**src/rtl/scan_link_pkg.sv**
```systemverilog
package scan_link_pkg;

    typedef enum logic [1:0] {
        ST_OFF    = 2'd0,
        ST_READY  = 2'd1,
        ST_LOADED = 2'd2
    } scan_state_t;

    // Bit positions inside the synchronized control bundle
    localparam int CTL_EN   = 0;
    localparam int CTL_SCLK = 1;
    localparam int CTL_CAP  = 2;
    localparam int CTL_W    = 3;

endpackage

```
**src/rtl/scan_in_sync.sv**
```systemverilog
module scan_in_sync #(
    parameter int WIDTH  = 3,
    parameter int STAGES = 2
) (
    input  logic             clk,
    input  logic             rst_n,
    input  logic [WIDTH-1:0] d,
    output logic [WIDTH-1:0] q
);
    logic [WIDTH-1:0] stg [STAGES];

    always_ff @(posedge clk or negedge rst_n) begin
        if (!rst_n) begin
            for (int k = 0; k < STAGES; k++) stg[k] <= '0;
        end else begin
            stg[0] <= d;
            for (int k = 1; k < STAGES; k++) stg[k] <= stg[k-1];
        end
    end

    assign q = stg[STAGES-1];
endmodule

```
**src/rtl/scan_chan_ctrl.sv**
```systemverilog
module scan_chan_ctrl
    import scan_link_pkg::*;
#(
    parameter int PINS   = 10,
    parameter int STAGES = 2
) (
    input  logic            clk,
    input  logic            rst_n,
    input  logic            en_raw,
    input  logic            sclk_raw,
    input  logic            cap_raw,
    input  logic [PINS-1:0] pins,
    input  logic            ck_t,
    input  logic            ck_c,
    output logic            sout,
    output logic            cmd_inhibit,
    output logic            term_off,
    output logic            pair_err
);
    localparam int CELLS = PINS + 2;

    scan_state_t       state, state_nx;
    logic [CTL_W-1:0]  ctl_s;
    logic              en_s, sclk_s, cap_s, sclk_d;
    logic              rise, cap_fire, shf_fire, active;
    logic [CELLS-1:0]  chain, cap_word;

    scan_in_sync #(.WIDTH(CTL_W), .STAGES(STAGES)) u_sync (
        .clk  (clk),
        .rst_n(rst_n),
        .d    ({cap_raw, sclk_raw, en_raw}),
        .q    (ctl_s)
    );

    assign en_s     = ctl_s[CTL_EN];
    assign sclk_s   = ctl_s[CTL_SCLK];
    assign cap_s    = ctl_s[CTL_CAP];
    assign rise     = sclk_s & ~sclk_d;
    assign cap_fire = rise & cap_s;
    assign shf_fire = rise & ~cap_s;
    assign active   = en_s && (state != ST_OFF);
    assign cap_word = {pins, ck_c, ck_t};

    // State register
    always_ff @(posedge clk or negedge rst_n) begin
        if (!rst_n) state <= ST_OFF;
        else        state <= state_nx;
    end

    // Next-state logic
    always_comb begin
        state_nx = state;
        unique case (state)
            ST_OFF:    if (en_s) state_nx = ST_READY;
            ST_READY: begin
                if (!en_s)         state_nx = ST_OFF;
                else if (cap_fire) state_nx = ST_LOADED;
            end
            ST_LOADED: if (!en_s) state_nx = ST_OFF;
            default:   state_nx = ST_OFF;
        endcase
    end

    // Chain, edge detector and pair-error flag
    always_ff @(posedge clk or negedge rst_n) begin
        if (!rst_n) begin
            sclk_d   <= 1'b0;
            chain    <= '0;
            pair_err <= 1'b0;
        end else begin
            sclk_d <= sclk_s;
            if (!active) begin
                chain    <= '0;
                pair_err <= 1'b0;
            end else if (cap_fire) begin
                chain <= cap_word;
                if (ck_t == ck_c) pair_err <= 1'b1;
            end else if (shf_fire) begin
                chain <= {1'b0, chain[CELLS-1:1]};
            end
        end
    end

    // Output logic
    always_comb begin
        cmd_inhibit = rst_n && (en_raw || (state != ST_OFF));
        term_off    = cmd_inhibit;
        sout        = rst_n && en_raw && (state != ST_OFF) && chain[0];
    end

    assert_capture_load_R3: assert property (@(posedge clk) disable iff (!rst_n)
        (cap_fire && active) |=> (chain == $past(cap_word)));

    assert_shift_move_R4: assert property (@(posedge clk) disable iff (!rst_n)
        (shf_fire && active) |=> (chain[CELLS-2:0] == $past(chain[CELLS-1:1])));

    assert_zero_fill_R5: assert property (@(posedge clk) disable iff (!rst_n)
        (shf_fire && active) |=> !chain[CELLS-1]);

    assert_chain_empty_off_R7: assert property (@(posedge clk) disable iff (!rst_n)
        (state == ST_OFF) |-> (chain == '0));

    assert_err_sticky_R8: assert property (@(posedge clk) disable iff (!rst_n)
        (pair_err && en_s) |=> pair_err);

    assert_err_off_clear_R8: assert property (@(posedge clk) disable iff (!rst_n)
        (state == ST_OFF) |-> !pair_err);

    assert_edge_single_R4: assert property (@(posedge clk) disable iff (!rst_n)
        rise |=> !rise);
endmodule

```
**src/rtl/scan_link_top.sv**
```systemverilog
module scan_link_top #(
    parameter int NUM_CH = 2,
    parameter int PINS   = 10,
    parameter int STAGES = 2
) (
    input  logic                   clk,
    input  logic                   rst_n,
    input  logic [NUM_CH-1:0]      scan_en,
    input  logic [NUM_CH-1:0]      scan_clk,
    input  logic [NUM_CH-1:0]      cap_sel,
    input  logic [NUM_CH*PINS-1:0] pin_lvl,
    input  logic [NUM_CH-1:0]      ck_t,
    input  logic [NUM_CH-1:0]      ck_c,
    output logic [NUM_CH-1:0]      sout,
    output logic [NUM_CH-1:0]      cmd_inhibit,
    output logic [NUM_CH-1:0]      term_off,
    output logic [NUM_CH-1:0]      pair_err
);
    for (genvar g = 0; g < NUM_CH; g++) begin : g_ch
        scan_chan_ctrl #(.PINS(PINS), .STAGES(STAGES)) u_ch (
            .clk        (clk),
            .rst_n      (rst_n),
            .en_raw     (scan_en[g]),
            .sclk_raw   (scan_clk[g]),
            .cap_raw    (cap_sel[g]),
            .pins       (pin_lvl[g*PINS +: PINS]),
            .ck_t       (ck_t[g]),
            .ck_c       (ck_c[g]),
            .sout       (sout[g]),
            .cmd_inhibit(cmd_inhibit[g]),
            .term_off   (term_off[g]),
            .pair_err   (pair_err[g])
        );

        assert_ctrl_follow_en_R2: assert property (@(posedge clk) disable iff (!rst_n)
            scan_en[g] |-> (cmd_inhibit[g] && term_off[g]));

        assert_sout_quiet_R6: assert property (@(posedge clk) disable iff (!rst_n)
            !scan_en[g] |-> !sout[g]);
    end
endmodule

```
**config.mk**
```make
export PLATFORM = sky130hd
export DESIGN_NAME = scan_link_top
export DESIGN_NICKNAME = d
export VERILOG_FILES = /design/src/rtl/scan_link_pkg.sv /design/src/rtl/scan_in_sync.sv /design/src/rtl/scan_chan_ctrl.sv /design/src/rtl/scan_link_top.sv
export SDC_FILE = /design/constraint.sdc
export NUM_CORES = 1
export LEC_CHECK = 0
export ABC_AREA = 1
export BUFFER_PORTS_ARGS = -buffer_cell sky130_fd_sc_hd__buf_2
export CAP_MARGIN = 20
export CORE_AREA = 2 2 68 70
export DETAILED_ROUTE_END_ITERATION = 10
export DIE_AREA = 0 0 70 72
export GPL_ROUTABILITY_DRIVEN = 0
export HOLD_SLACK_MARGIN = 0.12
export PLACE_DENSITY_LB_ADDON = 0.12
export SLEW_MARGIN = 20
export SYNTH_ARGS = -nofsm -noshare
export SYNTH_HDL_FRONTEND = slang
export SYNTH_SLANG_ARGS = --single-unit
```
**constraint.sdc**
```tcl
create_clock -name clk -period 2.4 [get_ports clk]
set_input_delay 0.12 -clock clk [delete_from_list [all_inputs] [get_ports clk]]
set_output_delay 0.12 -clock clk [all_outputs]
set_load 0.05 [all_outputs]
```
Word-level counts from Yosys, hierarchy flattened. Cells that the tools add are included.

Equality and inequality tests: 18. Multiplexer cells: 22. Bitwise operators: 10. Reduce and logical (&&, ||, !) cells: 20.

Operators by type and width (number): $mux 12 (6); $mux 2 (8); $ne 2x2->1 const B (6); $pmux 2 s3 (2); $logic_and 1x1->1 (10); $and 1x1->1 (6); $mux 1 (6); $ne 3x1->1 const B (2); $ne 3x2->1 const B (2); $reduce_and 3->1 (2); $eq 2x1->1 const B (2); $eq 2x2->1 const B (2); $logic_not 2->1 (2); $ne 2x1->1 const B (2); $not 1->1 (4); $reduce_and 2->1 (2); $reduce_bool 2->1 (2); $eq 1x1->1 (2); $logic_or 1x1->1 (2).

Register bits after elaboration: 44. Input port bits: 32. Output and inout bits: 8. Word-level logic and storage cells: 82.

Logic depth before layout (Yosys ltp).
Depth in word-level cells: 6. Depth in mapped cells: 6. Depth with buffers taken out: 5.

Modules after synthesis. Synthesis repeated with hierarchy kept, for this count alone.

Cell total of the unflattened synthesis: 246. Area, all modules: 1979.4 um^2.

Modules (own cells, without submodules): scan_chan_ctrl (times used 2, cells an instance 114, area an instance 817.0 um^2, seq. area each 400.4 um^2); scan_in_sync (times used 2, cells an instance 9, area an instance 172.7 um^2, seq. area each 150.1 um^2).

Worst setup path after synthesis. Ideal clock, no wire load.

Kind: register -> output. From: reg g_ch[0].u_ch.state[1]. To: out cmd_inhibit[0]. Data arrival time: 908 ps. Required time: 2280 ps. Slack: 1372 ps. Stages on the path, launching flop included: 4. Buffers on the path: 1. Path through: dfrtp_1 > nor2_2 > a21oi_1 > buf_4.

Cells in the longest elaborated chain, start to end: 3.

RTL lines: start, declared (RTL line scan_chan_ctrl.sv:22) `scan_state_t state, state_nx;`; start signal, assigned (RTL line scan_chan_ctrl.sv:47) `else state <= state_nx;`; $reduce_bool 2->1 (RTL line scan_chan_ctrl.sv:86) `cmd_inhibit = rst_n && (en_raw || (state != ST_OFF));`; $logic_or 1x1->1 (RTL line scan_chan_ctrl.sv:86); $logic_and 1x1->1 (RTL line scan_chan_ctrl.sv:86); end, declared (RTL line scan_link_top.sv:15) `output logic [NUM_CH-1:0] cmd_inhibit,`.

Every way passes these cells.

Worst setup path in the final report.
From: in rst_n. To: out sout[0].

Cells in the longest elaborated chain, start to end: 3.

RTL lines: start, declared (RTL line scan_link_top.sv:7) `input logic rst_n,`; $logic_and 1x1->1 (3 in a row) (RTL line scan_chan_ctrl.sv:88) `sout = rst_n && en_raw && (state != ST_OFF) && chain[0];`; end, declared (RTL line scan_link_top.sv:14) `output logic [NUM_CH-1:0] sout,`.

Every way passes these cells.

==> results.md <==
- Status: finished, final reports clean
- DR WL/cell: 10.9 µm
- Clk slew on worst S/H paths: 0.08 ns
- Vias per cell: 4.65
- Startpoint Class: input port
- Post-Place Cell Area: 0.00219 mm²
- Ant. Diodes: 0
- Total power: 0.00141 W
- Rows: 24
- Worst-Margin Slew: 0.483 ns
- Die Height: 72 µm
- DRC viols: 0
- Clock root buffer master: clkbuf_8
- Pre-antenna DRT Iters: 4
- Nets: 322
- Post-Synthesis Cells: 249
- Tmin final: 1.76 ns
- P_leak: 1.27 nW
- Total grt overflow: 0
- Final period util: 73.2%
- #FFs+latches synth: 44
- Min-delay worst type: in2reg
- Cts-stage hold buffer count: 10
- Commonest non-fill, non-tap cells in the layout: 59 x nor2_1, 56 x nand2_1, 44 x dfrtp_1, 39 x buf_2, 26 x nand3_1
- Hold WS: 0.136 ns
- First-pass GRT wire length: 6.50 mm
- Clk buf depth: 2
- Number of global-route vias before repair: 1495
- Max-cap violation count: 0
- Initial Utilization: 48.1%
- Crit-path max FO: 15
- Sequential area share after synthesis: 53.7%
- Die ar.: 0.00504 mm²
- Worst skew pair latency: 0.29 ns
- Distinct cells, synth: 22
- CP Class: in2out
- Total Wirelength: 3.72 mm
- Core box area: 0.00426 mm²
- RSZ-0062 raised after global routing: no
- PortBufs: 39
- Synth Cell Area: 0.00205 mm²
- Post-route cell area: 0.00237 mm²
- CTS tree: done
- All-layer global routing usage: 16.4%
- End-of-flow core utilization: 55.6%
- Worst vdd ir: 0.000401 V
- Avg Inst Size Synth: 8.23 µm²
- CTS HTree Levels: 2
- Setup Fix Bufs, Post-CTS: 0
- Pwr dens: 593 mW/mm²
- Syn. warnings: 0
- Slew HR: 67.8%
- Post-CTS resize count: 0
- Detail Route Antenna Nets: 0
- Final Hold Viols: 0
- Post-Syn Nets: 281
- Clk sinks: 44
- TritonCTS Buffers: 5
- Largest net degree at the start of global routing: 33
- Worst path arrival time: 1.64 ns
- Commonest non-fill, non-tap cell in the layout: nor2_1
- Fmax: 570 MHz
- Area grow syn2layout: 15.7%
- WP data required: 2.28 ns
- Initial antenna violation count: 0
- Vias after detailed routing: 1591
- Layout cells sized above 1: 21.0%
- Clock skew: 0.00612 ns
- Final Slew Violations: 0
- Die Width: 70 µm
- DP HPWL: 2.55 mm
- CP endpoint kind: output pin
- # setup viols final: 0
- # IOs: 40
- Setup TNS: 0 ns
- Starting DRT DRC Count: 57
==> kinds of logic after synthesis <==
logic type,after synthesis,synth area share [%]
AND/OR/NAND/NOR,154,31.9
XOR/XNOR,1,0.427
buffers and inverters,35,9.52
AO/OA/AOI/OAI,15,4.40
flip-flops,44,53.7
==> worst paths after layout <==
path | depth (start not counted) | endpoint | slack (ns) | from
max in group asynchronous | 3 | g_ch[0].u_ch.chain[6] | 1.46 | rst_n
setup reg to reg | 5 | g_ch[0].u_ch.chain[3] | 0.97 | g_ch[0].u_ch.sclk_d
hold reg to reg | 0 | g_ch[1].u_ch.u_sync.q[0] | 0.35 | g_ch[1].u_ch.u_sync.stg[3]
hold / removal | 5 | g_ch[1].u_ch.chain[9] | 0.14 | pin_lvl[17]
setup / recovery | 5 | sout[0] | 0.64 | rst_n
min in group asynchronous | 2 | g_ch[0].u_ch.u_sync.q[0] | 0.24 | rst_n
==> area by class of cell <==
cell class	count	area [µm²]
clock buffer	6	72.6
clock inverter	1	5.00
fill	403	1890
inverter	19	71.3
multi-input combinational	170	753
sequential	44	1100
tap	52	65.1
timing repair buffer	50	303
==> stage by stage <==
stage | worst slack (ns) | instances
after floorplan | 1.37 | 249
after global placement | 0.995 | 325
after detailed placement | 0.978 | 325
after CTS | 0.618 | 342
after global routing | 0.521 | 342
final | 0.644 | 342
==> report_power, final <==
group	switching, W	total (W)	leakage (nW)	internal (W)
clock network	0.000227	0.000425	0.0410	0.000198
logic	0.000125	0.000194	0.657	0.0000685
registers	0.0000217	0.000789	0.576	0.000767
total	0.000374	0.00141	1.27	0.00103
==> synth_stat cells (all sizes together) <==
master   n  share of area, %
nor2    65                13
nand2   57                11
dfrtp   44                54
nand3   27               6.8
inv     19               3.5
buf     16               6.0
o21ai   10               3.2
a21oi    5               1.2
nor3     2              0.49
or2      2              0.61
nor4     1              0.31
xnor2    1              0.43
==> state kept, by name, indices dropped and copies added, names as in the netlist <==
name / cells
g_ch.u_ch.chain: 24
g_ch.u_ch.u_sync.q: 6
g_ch.u_ch.state: 4
g_ch.u_ch.pair_err: 2
g_ch.u_ch.sclk_d: 2
g_ch.u_ch.u_sync.stg: 6
==> worst max-delay path, stage by stage <==
cell and delay (ns):
dlygate4sd3_1 0.52, buf_2 0.29, inv_1 0.11, nor4_1 0.28, buf_2 0.31
==> metal layers <==
| layer | part of all wire, % | GRT usage, % |
|---|---|---|
| met1 | 52 | 23.1 |
| met2 | 42 | 24.2 |
| met3 | 3.2 | 3.33 |
| met4 | 2.1 | 8.33 |
| met5 | 0 | 0 |
No activity file was read; power rests on OpenSTA's default activity.
